==> src/rtl/dbt_pkg.sv <==
package dbt_pkg;
  localparam int unsigned TESTS_PER_WIN = 3;
  localparam int unsigned NUM_TESTS     = 2 * TESTS_PER_WIN;
  localparam int unsigned HDR_BYTES     = 16;
  localparam int unsigned NAME_MAX      = 9;
  localparam int unsigned IDX_W         = $clog2(NUM_TESTS);

  typedef enum logic {WIN_MEM = 1'b0, WIN_IO = 1'b1} win_e;

  localparam logic [8*NAME_MAX-1:0] NM_MEM_PLAIN = 72'("mem-plain");
  localparam logic [8*NAME_MAX-1:0] NM_MEM_ANY   = 72'("mem-any");
  localparam logic [8*NAME_MAX-1:0] NM_MEM_MATCH = 72'("mem-match");
  localparam logic [8*NAME_MAX-1:0] NM_IO_PLAIN  = 72'("io-plain");
  localparam logic [8*NAME_MAX-1:0] NM_IO_ANY    = 72'("io-any");
  localparam logic [8*NAME_MAX-1:0] NM_IO_MATCH  = 72'("io-match");

  function automatic logic is_match(input logic [IDX_W-1:0] idx);
    return (idx == IDX_W'(2)) || (idx == IDX_W'(5));
  endfunction

  function automatic int unsigned name_len(input logic [IDX_W-1:0] idx);
    case (idx)
      IDX_W'(0), IDX_W'(2): return 9;
      IDX_W'(1):            return 7;
      IDX_W'(3), IDX_W'(5): return 8;
      default:              return 6;
    endcase
  endfunction

  function automatic logic [7:0] name_byte(input logic [IDX_W-1:0] idx, input int unsigned pos);
    logic [8*NAME_MAX-1:0] s;
    int unsigned n;
    case (idx)
      IDX_W'(0): s = NM_MEM_PLAIN;
      IDX_W'(1): s = NM_MEM_ANY;
      IDX_W'(2): s = NM_MEM_MATCH;
      IDX_W'(3): s = NM_IO_PLAIN;
      IDX_W'(4): s = NM_IO_ANY;
      default:   s = NM_IO_MATCH;
    endcase
    n = name_len(idx);
    if (pos >= n) return 8'h00;
    return s[8*(n-1-pos) +: 8];
  endfunction
endpackage

==> src/rtl/dbt_decode.sv <==
module dbt_decode
  import dbt_pkg::*;
#(
  parameter int unsigned ADDR_W     = 12,
  parameter int unsigned MEM_SPAN   = 4096,
  parameter int unsigned IO_SPAN    = 256,
  parameter logic [7:0]  MATCH_BYTE = 8'hFA
) (
  input  logic              clk_i,
  input  logic              rst_ni,
  input  logic              fire_i,
  input  logic              write_i,
  input  logic              space_i,
  input  logic [ADDR_W-1:0] addr_i,
  input  logic [2:0]        size_i,
  input  logic [7:0]        wdata_i,
  input  logic              armed_i,
  input  logic [IDX_W-1:0]  idx_i,
  input  logic [31:0]       bell_off_i,
  output logic              sel_o,
  output logic              sel_ok_o,
  output logic [IDX_W-1:0]  sel_idx_o,
  output logic              bell_o
);
  logic in_span, wr, qual;

  always_comb begin
    if (win_e'(space_i) == WIN_IO) in_span = {1'b0, addr_i} < (ADDR_W+1)'(IO_SPAN);
    else                           in_span = {1'b0, addr_i} < (ADDR_W+1)'(MEM_SPAN);
    wr        = fire_i & write_i & in_span;
    sel_o     = wr & (addr_i == '0);
    sel_ok_o  = wdata_i < 8'(TESTS_PER_WIN);
    sel_idx_o = IDX_W'(wdata_i[1:0]) + (space_i ? IDX_W'(TESTS_PER_WIN) : IDX_W'(0));
    qual      = !is_match(idx_i) || ((size_i == 3'd1) && (wdata_i == MATCH_BYTE));
    bell_o    = wr & !sel_o & armed_i & (32'(addr_i) == bell_off_i) & qual;
  end

  assert_sel_priority_R1: assert property (@(posedge clk_i) disable iff (!rst_ni)
    sel_o |-> !bell_o);
  assert_bell_armed_R3: assert property (@(posedge clk_i) disable iff (!rst_ni)
    bell_o |-> armed_i);
  assert_match_qual_R5: assert property (@(posedge clk_i) disable iff (!rst_ni)
    bell_o && is_match(idx_i) |-> size_i == 3'd1 && wdata_i == MATCH_BYTE);
endmodule

==> src/rtl/dbt_state.sv <==
module dbt_state
  import dbt_pkg::*;
#(
  parameter int unsigned CNT_W = 32
) (
  input  logic             clk_i,
  input  logic             rst_ni,
  input  logic             sel_i,
  input  logic             sel_ok_i,
  input  logic [IDX_W-1:0] sel_idx_i,
  input  logic             bell_i,
  output logic             armed_o,
  output logic [IDX_W-1:0] idx_o,
  output logic [CNT_W-1:0] cnt_o
);
  always_ff @(posedge clk_i or negedge rst_ni) begin
    if (!rst_ni) begin
      armed_o <= 1'b0;
      idx_o   <= '0;
      cnt_o   <= '0;
    end else if (sel_i) begin
      armed_o <= sel_ok_i;
      if (sel_ok_i) begin
        idx_o <= sel_idx_i;
        cnt_o <= '0;
      end
    end else if (bell_i) begin
      cnt_o <= cnt_o + CNT_W'(1);
    end
  end

  assert_reject_R1: assert property (@(posedge clk_i) disable iff (!rst_ni)
    sel_i && !sel_ok_i |=> !armed_o);
  assert_arm_R1: assert property (@(posedge clk_i) disable iff (!rst_ni)
    sel_i && sel_ok_i |=> armed_o && idx_o == $past(sel_idx_i));
  assert_idx_range_R1: assert property (@(posedge clk_i) disable iff (!rst_ni)
    armed_o |-> idx_o < IDX_W'(NUM_TESTS));
  assert_clear_R2: assert property (@(posedge clk_i) disable iff (!rst_ni)
    sel_i && sel_ok_i |=> cnt_o == '0);
  assert_wrap_R11: assert property (@(posedge clk_i) disable iff (!rst_ni)
    !sel_i && bell_i |=> cnt_o == $past(cnt_o) + CNT_W'(1));
  assert_hold_R4: assert property (@(posedge clk_i) disable iff (!rst_ni)
    !sel_i && !bell_i |=> $stable(cnt_o) && $stable(armed_o) && $stable(idx_o));
endmodule

==> src/rtl/dbt_image.sv <==
module dbt_image
  import dbt_pkg::*;
#(
  parameter int unsigned ADDR_W     = 12,
  parameter int unsigned CNT_W      = 32,
  parameter logic [7:0]  MATCH_BYTE = 8'hFA,
  parameter logic [7:0]  MISS_BYTE  = 8'hCE
) (
  input  logic              clk_i,
  input  logic              rst_ni,
  input  logic              fire_i,
  input  logic              write_i,
  input  logic [ADDR_W-1:0] addr_i,
  input  logic [2:0]        size_i,
  input  logic              armed_i,
  input  logic [IDX_W-1:0]  idx_i,
  input  logic [31:0]       bell_off_i,
  input  logic [CNT_W-1:0]  cnt_i,
  output logic              rsp_valid_o,
  output logic [7:0]        rsp_rdata_o
);
  localparam int unsigned LEN_W = ADDR_W + 2;

  logic [31:0]      cnt32;
  logic [LEN_W-1:0] rec_len, end_pos;
  logic [7:0]       img_byte, rdata_d;
  logic             oor;

  assign cnt32 = 32'(cnt_i);

  always_comb begin
    rec_len = LEN_W'(HDR_BYTES + 1 + name_len(idx_i));
    end_pos = LEN_W'(addr_i) + LEN_W'(size_i);
    oor     = end_pos >= rec_len;
    img_byte = 8'h00;
    if ({1'b0, addr_i} >= (ADDR_W+1)'(HDR_BYTES)) begin
      img_byte = name_byte(idx_i, int'(addr_i) - int'(HDR_BYTES));
    end else begin
      case (addr_i[3:0])
        4'd0:  img_byte = 8'(idx_i);
        4'd1:  img_byte = 8'd1;
        4'd4:  img_byte = bell_off_i[7:0];
        4'd5:  img_byte = bell_off_i[15:8];
        4'd6:  img_byte = bell_off_i[23:16];
        4'd7:  img_byte = bell_off_i[31:24];
        4'd8:  img_byte = is_match(idx_i) ? MATCH_BYTE : MISS_BYTE;
        4'd12: img_byte = cnt32[7:0];
        4'd13: img_byte = cnt32[15:8];
        4'd14: img_byte = cnt32[23:16];
        4'd15: img_byte = cnt32[31:24];
        default: img_byte = 8'h00;
      endcase
    end
    rdata_d = (fire_i && !write_i && armed_i && !oor) ? img_byte : 8'h00;
  end

  always_ff @(posedge clk_i or negedge rst_ni) begin
    if (!rst_ni) begin
      rsp_valid_o <= 1'b0;
      rsp_rdata_o <= 8'h00;
    end else begin
      rsp_valid_o <= fire_i;
      rsp_rdata_o <= rdata_d;
    end
  end

  assert_rsp_follows_R10: assert property (@(posedge clk_i) disable iff (!rst_ni)
    fire_i |=> rsp_valid_o);
  assert_no_spurious_R10: assert property (@(posedge clk_i) disable iff (!rst_ni)
    !fire_i |=> !rsp_valid_o);
  assert_write_zero_R10: assert property (@(posedge clk_i) disable iff (!rst_ni)
    fire_i && write_i |=> rsp_rdata_o == 8'h00);
  assert_idle_read_R3: assert property (@(posedge clk_i) disable iff (!rst_ni)
    fire_i && !armed_i |=> rsp_rdata_o == 8'h00);
  assert_oor_zero_R8: assert property (@(posedge clk_i) disable iff (!rst_ni)
    fire_i && oor |=> rsp_rdata_o == 8'h00);
endmodule

==> src/rtl/dbt_doorbell_counter.sv <==
module dbt_doorbell_counter
  import dbt_pkg::*;
#(
  parameter int unsigned ADDR_W     = 12,
  parameter int unsigned MEM_SPAN   = 4096,
  parameter int unsigned IO_SPAN    = 256,
  parameter int unsigned MEM_BASE   = 2048,
  parameter int unsigned IO_BASE    = 128,
  parameter int unsigned CNT_W      = 32,
  parameter logic [7:0]  MATCH_BYTE = 8'hFA,
  parameter logic [7:0]  MISS_BYTE  = 8'hCE
) (
  input  logic              clk_i,
  input  logic              rst_ni,
  input  logic              req_valid_i,
  output logic              req_ready_o,
  input  logic              req_write_i,
  input  logic              req_space_i,
  input  logic [ADDR_W-1:0] req_addr_i,
  input  logic [2:0]        req_size_i,
  input  logic [7:0]        req_wdata_i,
  output logic              rsp_valid_o,
  output logic [7:0]        rsp_rdata_o
);
  logic             fire, sel, sel_ok, bell, armed;
  logic [IDX_W-1:0] sel_idx, idx;
  logic [CNT_W-1:0] cnt;
  logic [31:0]      bell_off;

  always_ff @(posedge clk_i or negedge rst_ni) begin
    if (!rst_ni) req_ready_o <= 1'b0;
    else         req_ready_o <= 1'b1;
  end

  assign fire     = req_valid_i & req_ready_o;
  assign bell_off = (idx >= IDX_W'(TESTS_PER_WIN)) ? 32'(IO_BASE) + 32'(idx)
                                                   : 32'(MEM_BASE) + 32'(idx);

  dbt_decode #(
    .ADDR_W(ADDR_W), .MEM_SPAN(MEM_SPAN), .IO_SPAN(IO_SPAN), .MATCH_BYTE(MATCH_BYTE)
  ) i_decode (
    .clk_i, .rst_ni,
    .fire_i(fire), .write_i(req_write_i), .space_i(req_space_i),
    .addr_i(req_addr_i), .size_i(req_size_i), .wdata_i(req_wdata_i),
    .armed_i(armed), .idx_i(idx), .bell_off_i(bell_off),
    .sel_o(sel), .sel_ok_o(sel_ok), .sel_idx_o(sel_idx), .bell_o(bell)
  );

  dbt_state #(.CNT_W(CNT_W)) i_state (
    .clk_i, .rst_ni,
    .sel_i(sel), .sel_ok_i(sel_ok), .sel_idx_i(sel_idx), .bell_i(bell),
    .armed_o(armed), .idx_o(idx), .cnt_o(cnt)
  );

  dbt_image #(
    .ADDR_W(ADDR_W), .CNT_W(CNT_W), .MATCH_BYTE(MATCH_BYTE), .MISS_BYTE(MISS_BYTE)
  ) i_image (
    .clk_i, .rst_ni,
    .fire_i(fire), .write_i(req_write_i), .addr_i(req_addr_i), .size_i(req_size_i),
    .armed_i(armed), .idx_i(idx), .bell_off_i(bell_off), .cnt_i(cnt),
    .rsp_valid_o, .rsp_rdata_o
  );

  assert_ready_R10: assert property (@(posedge clk_i) disable iff (!rst_ni)
    $past(rst_ni) |-> req_ready_o);
endmodule

==> config.mk <==
export PLATFORM = sky130hd
export DESIGN_NAME = dbt_doorbell_counter
export DESIGN_NICKNAME = d
export VERILOG_FILES = /design/src/rtl/dbt_pkg.sv /design/src/rtl/dbt_decode.sv /design/src/rtl/dbt_state.sv /design/src/rtl/dbt_image.sv /design/src/rtl/dbt_doorbell_counter.sv
export SDC_FILE = /design/constraint.sdc
export NUM_CORES = 1
export LEC_CHECK = 0
export ABC_AREA = 1
export BUFFER_PORTS_ARGS = -buffer_cell sky130_fd_sc_hd__buf_2
export CORE_UTILIZATION = 47
export CTS_CLUSTER_SIZE = 10
export DETAILED_ROUTE_END_ITERATION = 10
export PLACE_DENSITY = 0.76
export REMOVE_ABC_BUFFERS = 1
export SYNTH_ARGS = -nofsm -noshare
export SYNTH_HDL_FRONTEND = slang
export SYNTH_SLANG_ARGS = --single-unit
==> constraint.sdc <==
create_clock -name clk_i -period 3.4 [get_ports clk_i]
set_input_delay 0.34 -clock clk_i [delete_from_list [all_inputs] [get_ports clk_i]]
set_output_delay 0.34 -clock clk_i [all_outputs]
set_load 0.03 [all_outputs]
# Word-level counts from Yosys, hierarchy flattened
# Index checks and enable logic that the tools add are counted.
# op_classes
addsub	9
magnitude_cmp	6
n_eq_ne	19
shifts	1
mux	18
bitwise	8
reduce_logical	18
# ops
op	count
$pmux W71 S5	1
$mux W32	4
$pmux W8 S11	1
$mux W72	1
$shiftx A72 B33 Y8	1
$add A32 B1 Y32 const B	1
$ge A32 B32 Y1	1
$mux W8	4
$sub A29 B1 Y29 const B	1
$sub A29 B29 Y29	1
$eq A4 B4 Y1 const B	5
$eq A4 B3 Y1 const B	4
$ge A14 B14 Y1	1
$add A12 B3 Y13	1
$add A12 B3 Y13 const A	1
$eq A12 B13 Y1	1
$mux W13	1
$sub A12 B5 Y13 const B	1
$ge A12 B5 Y1 const B	1
$logic_not A12 Y1	1
$lt A12 B9 Y1 const B	1
$pmux W4 S3	1
$add A8 B3 Y9 const A	1
$and A1 B1 Y1	8
21 further kinds	35
# word_totals
reg_bits	46
out_inout_bits	10

# Longest topological paths before layout
# Gate-level depths: netlist of run 1.
# logic_depth
ltp_word	11
depth_mapped	22
mapped_depth_nobuf	21

# Cells and area by module
# A second synthesis of run 1 with hierarchy kept.
# hier_totals
cells_unflattened	812
area_unflattened_um2	4989.8
# by_module_without_submodules
module	instances	cells_per_inst	area_per_inst_um2	seq_area_each_um2
dbt_image	1	387	2298.5	225.2
dbt_state	1	307	2128.3	900.9
dbt_decode	1	109	503.0	0.0
dbt_doorbell_counter	1	9	60.1	25.0

# Worst setup path after synthesis of run 1
# No wires, ideal clock.
# synth_path
path_kind	register -> register
from	reg i_state.idx_o[0]
to	reg i_image.rsp_rdata_o[0]
arrival_ps	2548
path_slack_ps	772
path_stages_with_launch	15
period_less_slack_ps	2628
path_cell_list	dfrtp_1 -> inv_2 -> nor2_2 -> nand2_1 -> nand2_1 -> inv_1 -> fa_1 -> inv_1 -> nor2_1 -> inv_1 -> nor3_2 -> o21ai_1 -> nor2_2 -> nand2_1 -> a21oi_1
# synth_via
elab_chain_len	10
elab_cells_between_ends	30
# synth_rtl
element	line	source
start, declared	dbt_state.sv:13	output logic [IDX_W-1:0] idx_o,
start signal, assigned	dbt_state.sv:24	idx_o <= sel_idx_i;
$eq A3 B2 Y1, or another cell as far along	dbt_pkg.sv:22, dbt_pkg.sv:33	
$reduce_or A2 Y1	dbt_pkg.sv:22	case (idx)
$pmux W4 S3	dbt_pkg.sv:22	
$mux W32	dbt_image.sv:36	if ({1'b0, addr_i} >= (ADDR_W+1)'(HDR_BYTES)) begin
$sub A29 B1 Y29 or $ge A32 B32 Y1 (tied branches)	dbt_pkg.sv:43, dbt_pkg.sv:42	
$sub A29 B29 Y29 or $mux W1 (tied branches)	dbt_pkg.sv:43, dbt_pkg.sv:42	
$shiftx A72 B33 Y8 or $mux W1 (tied branches)	dbt_pkg.sv:43, dbt_image.sv:36	
$mux W8	dbt_pkg.sv:43	return s[8*(n-1-pos) +: 8];
$mux W8	dbt_image.sv:36	
$mux W8 (*)	dbt_image.sv:54	rdata_d = (fire_i && !write_i && armed_i && !oor) ? img_byte : 8'h00;
net i_image.rdata_d[0]	dbt_image.sv:26	logic [7:0] img_byte, rdata_d;
end signal, assigned	dbt_image.sv:63	rsp_rdata_o <= rdata_d;
end, declared	dbt_image.sv:20	output logic [7:0] rsp_rdata_o
# Mark *: on every way through the listed nets, which the timed path passes. The rest lies on a longest branch. The select of a mux whose other input is x is not followed.
# A chain may end at the register's enable or synchronous reset.

# Worst setup path in the final report of run 1
# Ends and elaborated chain as after synthesis.

==> results by group, run 1 <==
Clock network
  • Clock Pin Slew Worst Setup and Hold Paths: 0.10 ns
  • CTS Buf Count: 5
  • Sink Count: 46
  • Setup Buffers After CTS: 0
  • Clock Tree Root: clkbuf_8
  • CTS Hold Buffers Added: 0
  • Clk_lat worst skew: 0.32 ns
  • Maximum buffer depth of the clock tree: 2
  • PostCTS Resize Cnt: 0
  • CTS tree: built
  • H-tree depth: 2

Global routing
  • First-pass GRT wire length: 20,800 um
  • Initial antenna violation count: 0
  • GRT Overall Usage: 25.5%
  • Vias in the first global route: 4,448
  • Grt ovf: 0
  • Largest net degree at the start of global routing: 65

Setup path
  • Worst setup EP type: register
  • Crit-path cells: inv_2 > nor2_2 > nand2_1 > nand2_1 > inv_1 > fa_1 > inv_1 > nor2_1 > inv_1 > nor3_2 > o21ai_1 > nor2_2 > nand2_1 > a21oi_1
  • CP max stage cell: fa_1
  • Family with the most delay on the worst path: simple AND/OR/NAND/NOR gates
  • Crit-path max FO: 7
  • Buf+Inv Stages, Crit Path: 4
  • CP arrival: 3.29 ns
  • Data required time of the worst path: 3.63 ns
  • Critical Path Source Type: register
  • CP max stage delay: 0.64 ns
  • Setup Crit Path Kind: register to register

Die
  • Die H: 102 um
  • Die X: 102 um
  • Initial Utilization: 48.1%
  • Total die area: 0.0104 mm^2
  • # rows: 36
  • Core footprint: 0.00973 mm^2
  • IO Pins: 38

Placed design
  • Dpl hpwl: 9720 um
  • DP Cell Count: 796
  • Placed instance area: 0.00492 mm^2
  • IO Port Bufs: 37
  • Routability Congestion: 0.944
  • Pre-CTS setup slack: 0.404 ns

Synth
  • Register area share after synthesis: 24.6%
  • Count leader, synth: nand2_1
  • Number of synthesized register bits: 46
  • Commonest cells post-synth: nand2_1 (130), inv_1 (77), nor2_1 (47), dfrtp_1 (46), xor2_1 (37)
  • Distinct cells, synth: 49
  • Post-Syn Area: 0.00468 mm^2
  • EDFF count, synth: 0
  • Area leader, netlist: dfrtp_1
  • Ys flop type: dfrtp_1
  • Area share of the leading cell type in the synthesized netlist: 24.6%
  • Yosys warns: 0
  • Cell count after synthesis: 637
  • Avg Inst Size Synth: 7.35 um^2
  • Fraction of registers with async set/reset: 100%
  • Area contributors post-synth: dfrtp_1 (25%), nand2_1 (10%), xor2_1 (6.9%), ha_1 (6.4%), nand3_2 (6.4%)

Pwr
  • Worst VDD drop: 0.000118 V
  • Pleak: 2.68 nW
  • Total power: 1.15 mW
  • Power Density: 228 mW/mm^2

Drt
  • DR iter-0 viols: 357
  • Via count: 4,513
  • Detailed Route WL: 12,300 um
  • Routed length per placed instance: 15.3 um
  • Vias per cell: 5.61
  • Residual DRC: 0
  • ANT nets after route: 0
  • DRT Pass-1 Iters: 6

STA
  • Final setup margin: 0.339 ns
  • Max-slew violation count: 0
  • Setup TNS: 0 ns
  • Final setup fails: 0
  • Slew HR: 30.3%
  • Max Clk Rate: 0.327 GHz
  • Final Hold Vio Count: 0
  • Clk_skew: 0.0174 ns
  • Slew @ Worst Pin: 1.05 ns
  • Fin crit period: 3.06 ns
  • Hold slack final: 0.203 ns
  • Final Cycle Share: 90.0%
  • RSZ-0062 raised after global routing: no

Layout
  • Fraction of layout cells with a size suffix above 1: 21.9%
  • Antenna diodes: 0
  • Utilization after layout: 51.7%
  • Fill cells: 953
  • Final nets: 725
  • Register area: 0.00115 mm^2
  • Multi-input gate area: 0.00305 mm^2
  • Post-Layout Cell Count: 804
  • Fin area: 0.00503 mm^2
  • Area growth syn-to-layout: 7.32%

Run
  • Maxcap violations: 0

Status
  • Run status: completed

Hold path
  • Min-Delay Path Class: input pin to asynchronous set/reset pin
-- worst register-to-register path, delay by kind of cell, from the launching register on --
| kind | cells | cell delay, ns |
|---|---|---|
| adders and majority gates | 1 | 0.64 |
| DFF | 1 | 0.48 |
| and+or+nand+nor | 7 | 1.16 |
| AOI/OAI and AO/OA | 2 | 0.21 |
| buffers and inverters | 4 | 0.48 |
-- final cells by class --
type / count / area share [%]
clock buffers: 7 / 1.92
clock inverters: 1 / 0.174
inverters: 97 / 7.24
multi-input cells: 482 / 60.6
flip-flops and latches: 46 / 22.9
well taps: 133 / 3.31
repair buffers: 38 / 3.83
-- placed cells by master (no fill, tap or decap), types with 2 or more instances in the layout --
cell and count:
o221ai_1 3, o211ai_1 2, ha_1 24, nand4_1 11
fa_1 3, xnor2_1 2, o41ai_1 4, dfrtp_1 46
nor3_2 3, a21oi_1 17, nor2_1 47, nand3_1 33
nor2_4 3, o21ai_0 10, nor3b_1 2, nand2_1 130
nor4_1 10, nand2_2 7, o31ai_1 3, conb_1 3
buf_2 37, o21ai_1 15, o22ai_1 12, nand3_2 30
inv_1 77, nor3_1 23, nor2_2 5, clkbuf_8 7
inv_2 19, xor2_1 37, o21ai_2 28
-- cell families after synthesis --
group,synth area share (%)
buffers and inverters,10.4
muxes,0.240
xor gates and xnor gates,7.64
other,0.160
and+or+nand+nor,34.4
AOI/OAI and AO/OA,14.8
DFF,24.6
adders and majority gates,7.69
-- where the power goes --
part	total (mW)	switching [mW]	internal (mW)
combinational	0.212	0.141	0.0709
sequential	0.548	0.000505	0.548
clock	0.388	0.201	0.187
total	1.15	0.342	0.805
-- registers in the layout (all words and copies together), names as in the netlist --
name	cells
i_state.idx_o	3
i_state.cnt_o	32
i_state.armed_o	1
i_image.rsp_rdata_o	8
req_ready_o	1
i_image.rsp_valid_o	1
-- path summary, 6_finish.rpt --
kind | endpoint | startpoint | cells past startpoint | slack (ns)
max | i_image.rsp_rdata_o[0] | i_state.idx_o[0] | 14 | 0.34
min | i_state.cnt_o[12] | rst_ni | 1 | 0.20
max reg2reg | i_image.rsp_rdata_o[0] | i_state.idx_o[0] | 14 | 0.34
min reg2reg | i_state.cnt_o[31] | i_state.cnt_o[31] | 2 | 0.57
max in group asynchronous | i_state.cnt_o[25] | rst_ni | 1 | 2.54
min in group clk_i | i_image.rsp_valid_o | req_valid_i | 3 | 0.30
-- layer usage --
metal	part of all wire, %	wire [um]	track usage, %	up-vias
li1	-	-	-	2187
met1	40	4970	30.5	2106
met2	50	6170	46.0	182
met3	6.1	756	2.60	38
met4	3.4	418	11.6	0
met5	0	0	0	-
(Power assumes the default switching activity.)
==> run 2: changes to the inputs <==
RECOVER_POWER = 50   (was not set)
==> run 2 against run 1 <==
Effect of this change: wire length grew 0.15%; final cell count stayed put; via count is 0.31% higher; setup slack gained 0.0059 ns; highest routed layer unchanged; the flow now finishes with violations (max-capacitance violations, max-slew violations); non-clock buffer count did not move; largest cell class unchanged; critical endpoint unchanged; global-route usage unchanged; clock skew shrank 0.0034 ns; power hardly changed; sequential power hardly changed; core utilization fell by 0.052 points.
==> results by group, run 2 (synthesized netlist as in run 1, its figures left out) <==
Die
  • # rows: 36 (unchanged)
  • Die X: 102 um (unchanged)
  • Initial Utilization: 48.1% (unchanged)
  • IO Pins: 38 (unchanged)
  • Total die area: 0.0104 mm^2 (unchanged)
  • Core footprint: 0.00973 mm^2 (unchanged)
  • Die H: 102 um (unchanged)

STA
  • Final Cycle Share: 89.8% (-0.17 points)
  • Hold slack final: 0.299 ns (+0.0957 ns)
  • RSZ-0062 raised after global routing: no
  • Final setup fails: 0 (unchanged)
  • Slew @ Worst Pin: 2.54 ns (+1.50 ns)
  • Max Clk Rate: 0.327 GHz (+0.19%)
  • Setup TNS: 0 ns (unchanged)
  • Fin crit period: 3.05 ns (-0.00592 ns)
  • Slew HR: -69.5% (-100 points)
  • Clk_skew: 0.0140 ns (-0.00336 ns)
  • Final Hold Vio Count: 0 (unchanged)
  • Max-slew violation count: 47 (+47)

Drt
  • Vias per cell: 5.63 (+0.31%)
  • DR iter-0 viols: 303 (-15%)
  • Met2 wire length: 6130 um (-0.65%)
  • Detailed Route WL: 12,300 um (+0.15%)
  • Residual DRC: 0 (unchanged)
  • Highest routed layer: met4
  • Wire length on met1: 5000 um (+0.60%)
  • Routed length per placed instance: 15.3 um (+0.15%)
  • DRT Pass-1 Iters: 5 (-1)
  • Met3 wire length: 803 um (+6.2%)
  • Via count: 4,527 (+0.31%)
  • ANT nets after route: 0 (unchanged)

Placed design
  • IO Port Bufs: 37 (unchanged)
  • Dpl hpwl: 9720 um (unchanged)
  • Routability Congestion: 0.944 (unchanged)
  • DP Cell Count: 796 (unchanged)

Clock network
  • Maximum buffer depth of the clock tree: 2 (unchanged)
  • Clock Pin Slew Worst Setup and Hold Paths: 0.09 ns (about the same)
  • CTS tree: built
  • Setup Buffers After CTS: 0 (unchanged)
  • H-tree depth: 2 (unchanged)
  • CTS Hold Buffers Added: 0 (unchanged)
  • PostCTS Resize Cnt: 0 (unchanged)
  • Clock Tree Root: clkbuf_8
  • Clk_lat worst skew: 0.31 ns (about the same)
  • CTS Buf Count: 5 (unchanged)
  • Sink Count: 46 (unchanged)

Layout
  • Multi-input gate area: 0.00305 mm^2 (unchanged)
  • Register area: 0.00115 mm^2 (unchanged)
  • Commonest non-fill, non-tap cell in the layout: nand2_1
  • Biggest regs: i_state.cnt_o: 32 flops, i_image.rsp_rdata_o: 8 flops, i_state.idx_o: 3 flops
  • Most flops, register: i_state.cnt_o
  • Commonest non-fill, non-tap cells in the layout: nand2_1 (130), inv_1 (77), nor2_1 (47)
  • Area growth syn-to-layout: 7.21% (about the same)
  • Final nets: 725 (unchanged)
  • Antenna diodes: 0 (unchanged)
  • Fraction of layout cells with a size suffix above 1: 21.3% (-0.60 points)
  • Utilization after layout: 51.6% (about the same)
  • Fill cells: 954 (+0.10%)
  • Max FFs per register: 32 (unchanged)
  • Post-Layout Cell Count: 804 (unchanged)

Setup path
  • Critical Path Source Type: register
  • Crit-path cells: inv_2 > nor2_2 > nand2_1 > nand2_1 > inv_1 > fa_1 > inv_1 > nor2_1 > inv_1 > nor3_2 > o21ai_1 > nor2_2 > nand2_1 > a21oi_1
  • Total stage count of the critical path: 14 (unchanged)
  • Worst setup EP type: register
  • R2R depth: 14 (unchanged)
  • CP max stage cell: fa_1
  • Data required time of the worst path: 3.63 ns (about the same)
  • Buf+Inv Stages, Crit Path: 4 (unchanged)
  • Crit-path max FO: 7 (unchanged)
  • Family with the most delay on the worst path: simple AND/OR/NAND/NOR gates
  • Setup Crit Path Kind: register to register
  • CP max stage delay: 0.65 ns (about the same)
  • CP arrival: 3.28 ns (about the same)

Global routing
  • Initial antenna violation count: 0 (unchanged)
  • GRT Overall Usage: 25.5% (unchanged)
  • Largest net degree at the start of global routing: 65 (unchanged)
  • Vias in the first global route: 4,448 (unchanged)
  • First-pass GRT wire length: 20,800 um (unchanged)
  • Grt ovf: 0 (unchanged)

Pwr
  • Pleak: 2.66 nW (-0.57%)
  • Power Density: 228 mW/mm^2 (about the same)
  • Total power: 1.15 mW (about the same)
  • Worst VDD drop: 0.000115 V (-2.7%)

Hold path
  • Worst Hold Path Cells: 3
  • Min-Delay Path Class: input pin to register

Status
  • Violated checks: max-capacitance violations, max-slew violations
  • Run status: complete, but fails checks

Run
  • Maxcap violations: 1 (+1)
run 2: cell count changes in the layout (fill, tap and decap cells not counted), sizes merged:
cell	delta
buf	-4
clkbuf	+4
run 2: tightest hold or removal path: cells and delay by family:
family | cells | cell delay [ns]
AND/OR/NAND/NOR | 1 | 0.07
buffers and inverters | 2 | 0.17
run 2: path summary, 6_finish.rpt:
path / endpoint / startpoint / slack [ns]
setup reg to reg: i_image.rsp_rdata_o[0] / i_state.idx_o[0] / 0.35
hold / removal: i_image.rsp_valid_o / req_valid_i / 0.30
max in group asynchronous: i_state.cnt_o[25] / rst_ni / 1.14
hold reg to reg: i_state.cnt_o[31] / i_state.cnt_o[31] / 0.57
min in group asynchronous: i_state.cnt_o[12] / rst_ni / 0.80
setup / recovery: i_image.rsp_rdata_o[0] / i_state.idx_o[0] / 0.35
run 2: per-layer routing:
layer / up-vias / GRT usage (%)
li1: 2191 / -
met1: 2099 / 30.5
met2: 200 / 46.0
met3: 37 / 2.60
met4: 0 / 11.6
met5: - / 0
run 2: where the power goes:
| part | total, mW | switching (mW) | internal [mW] |
|---|---|---|---|
| Combinational | 0.212 | 0.141 | 0.0704 |
| Clock | 0.386 | 0.200 | 0.187 |
| Sequential | 0.548 | 0.000538 | 0.548 |
| Total | 1.15 | 0.341 | 0.805 |
run 2: cell type report:
class                           instances  share of cell area [%]
Clock inverter                          1                   0.174
Sequential cell                        46                    22.9
Timing Repair Buffer                   38                    3.74
Multi-Input combinational cell        482                    60.7
Tap cell                              133                    3.31
Inverter                               97                    7.25
Clock buffer                            7                    1.92
run 2: stage by stage:
| step | instance area [um^2] | worst slack [ns] |
|---|---|---|
| floorplan | 4560 | 0.772 |
| global placement | 4920 | 0.588 |
| detailed placement | 4920 | 0.404 |
| CTS | 5030 | 0.372 |
| global route | 5020 | 0.0621 |
| finish | 5020 | 0.345 |
==> run 3: changes to the inputs <==
PLACE_DENSITY = 0.74   (was 0.76)
REMOVE_ABC_BUFFERS = not set   (was 1)
==> run 3 against run 2 <==
Effect of this change: critical path type unchanged; wire length rose by 1.4%; first-iteration DRC count fell by 23%; worst hold slack improved by 0.027 ns; clock skew fell by 0.010 ns; combinational power barely moved; power fell by 3.9%; sequential share of layout area rose by 0.10 points; count of clock-buffer cells in the layout fell by 1; largest power group unchanged; the run still ends with max-capacitance violations, max-slew violations left; die area did not move; sequential cell count did not move; sequential power barely moved; core utilization fell by 0.23 points.
==> results by group, run 3 (synthesized netlist as in run 1, its figures left out) <==
Setup path
  • CP arrival: 3.26 ns (-0.02 ns)
  • Worst setup EP type: register
  • Critical Path Source Type: register
  • Setup Crit Path Kind: register to register
  • Data required time of the worst path: 3.62 ns (about the same)
  • Crit-path max FO: 7 (unchanged)

Placed design
  • Routability Congestion: 0.918 (-2.7%)
  • IO Port Bufs: 37 (unchanged)
  • Pre-CTS setup slack: 0.380 ns (-0.0244 ns)
  • Dpl hpwl: 9940 um (+2.3%)
  • Placed instance area: 0.00492 mm^2 (unchanged)

Global routing
  • First-pass GRT wire length: 21,000 um (+0.76%)
  • Grt ovf: 0 (unchanged)
  • Vias in the first global route: 4,329 (-2.7%)
  • GRT Overall Usage: 25.7% (+0.29 points)
  • Largest net degree at the start of global routing: 65 (unchanged)
  • Initial antenna violation count: 0 (unchanged)

Clock network
  • Clock Tree Root: clkbuf_8
  • Clk_lat worst skew: 0.29 ns (-0.02 ns)
  • CTS Hold Buffers Added: 0 (unchanged)
  • PostCTS Resize Cnt: 0 (unchanged)
  • Sink Count: 46 (unchanged)
  • Setup Buffers After CTS: 0 (unchanged)
  • H-tree depth: 2 (unchanged)
  • Maximum buffer depth of the clock tree: 2 (unchanged)
  • Clock Pin Slew Worst Setup and Hold Paths: 0.09 ns (about the same)
  • CTS tree: built
  • CTS Buf Count: 5 (unchanged)

Status
  • Run status: complete, but fails checks
  • Violated checks: max-capacitance violations, max-slew violations

Layout
  • Max FFs per register: 32 (unchanged)
  • Fin area: 0.00500 mm^2 (-0.45%)
  • Final nets: 725 (unchanged)
  • Antenna diodes: 0 (unchanged)
  • Biggest regs: i_state.cnt_o: 32 flops, i_image.rsp_rdata_o: 8 flops, i_state.idx_o: 3 flops
  • Commonest non-fill, non-tap cells in the layout: nand2_1 (130), inv_1 (77), nor2_1 (47)
  • Commonest non-fill, non-tap cell in the layout: nand2_1
  • Fraction of layout cells with a size suffix above 1: 21.1% (-0.24 points)
  • Utilization after layout: 51.4% (-0.23 points)
  • Area growth syn-to-layout: 6.73%
  • Multi-input gate area: 0.00305 mm^2 (unchanged)
  • Fill cells: 1,021 (+7.0%)
  • Register area: 0.00115 mm^2 (unchanged)
  • Most flops, register: i_state.cnt_o

STA
  • Setup TNS: 0 ns (unchanged)
  • RSZ-0062 raised after global routing: no
  • Final Cycle Share: 89.5% (-0.33 points)
  • Clk_skew: 0.00403 ns (-0.00999 ns)
  • Final setup fails: 0 (unchanged)
  • Max-slew violation count: 47 (unchanged)
  • Slew @ Worst Pin: 2.55 ns (+0.00272 ns)
  • Fin crit period: 3.04 ns (-0.0111 ns)
  • Slew HR: -69.7% (-0.18 points)
  • Final Hold Vio Count: 0 (unchanged)
  • Final setup margin: 0.356 ns (+0.0111 ns)
  • Max Clk Rate: 0.329 GHz (+0.37%)

Die
  • Total die area: 0.0104 mm^2 (unchanged)
  • # rows: 36 (unchanged)
  • Die H: 102 um (unchanged)
  • Die X: 102 um (unchanged)
  • Core footprint: 0.00973 mm^2 (unchanged)
  • IO Pins: 38 (unchanged)
  • Initial Utilization: 48.1% (unchanged)

Drt
  • DR iter-0 viols: 232 (-23%)
  • Detailed Route WL: 12,500 um (+1.4%)
  • Via count: 4,544 (+0.38%)
  • ANT nets after route: 0 (unchanged)
  • Routed length per placed instance: 15.6 um (+1.6%)
  • Vias per cell: 5.67 (+0.63%)
  • Residual DRC: 0 (unchanged)
  • DRT Pass-1 Iters: 5 (unchanged)

Pwr
  • Power Density: 220 mW/mm^2 (-3.5%)
  • Worst VDD drop: 0.000136 V (+18%)
  • Pleak: 2.65 nW (-0.46%)

Run
  • Maxcap violations: 1 (unchanged)

Hold path
  • Min-Delay Path Class: input pin to register
==> run 3: path summary, 6_finish.rpt <==
path | startpoint | endpoint | slack [ns] | cells after the start
max in group asynchronous | rst_ni | i_state.cnt_o[29] | 1.13 | 1
max reg2reg | i_state.idx_o[0] | i_image.rsp_rdata_o[2] | 0.36 | 14
min in group asynchronous | rst_ni | i_state.cnt_o[10] | 0.83 | 1
min | req_valid_i | i_image.rsp_valid_o | 0.33 | 3
min reg2reg | req_ready_o | i_image.rsp_valid_o | 0.56 | 2
max | i_state.idx_o[0] | i_image.rsp_rdata_o[2] | 0.36 | 14
==> run 3: layer usage <==
layer | GRT usage [%] | up-vias | wire, um
met3 | 2.39 | 28 | 513
met4 | 8.35 | 0 | 278
li1 | - | 2178 | -
met5 | 0 | - | 0
met1 | 33.5 | 2186 | 5600
met2 | 45.1 | 152 | 6120
==> run 3: area by class of cell <==
cell class                 instances  share of cell area [%]
inverter                          97                    7.28
tap                              133                    3.33
clock buffer                       6                    1.65
sequential                        46                    23.0
timing repair buffer              38                    3.75
multi-input combinational        482                    61.0
==> run 3: where the power goes <==
part	total, mW	leakage (nW)	internal (mW)	switching [mW]
combinational	0.212	2.15	0.0703	0.141
clock	0.342	0.0431	0.157	0.184
sequential	0.548	0.456	0.548	0.000383
total	1.10	2.65	0.775	0.326
==> run 3: stage by stage <==
stage	power, mW	std cells	hold WS [ns]
2_1_floorplan	0.693	638	0.0444
3_3_place_gp	0.764	796	0.540
3_5_place_dp	0.769	796	0.547
4_1_cts	1.11	802	0.270
5_1_grt	1.16	802	0.350
6_report	1.10	802	0.326
==> run 3: critical path: stages (launching register included) <==
cell     delay (ns)
dfrtp_1        0.47
inv_2          0.11
nor2_2         0.15
nand2_1        0.15
nand2_1        0.17
inv_1          0.11
fa_1           0.65
inv_1          0.14
nor2_1         0.31
inv_1          0.12
nor3_2         0.16
o21ai_1        0.08
nor2_2         0.14
nand2_1        0.08
a21oi_1        0.13
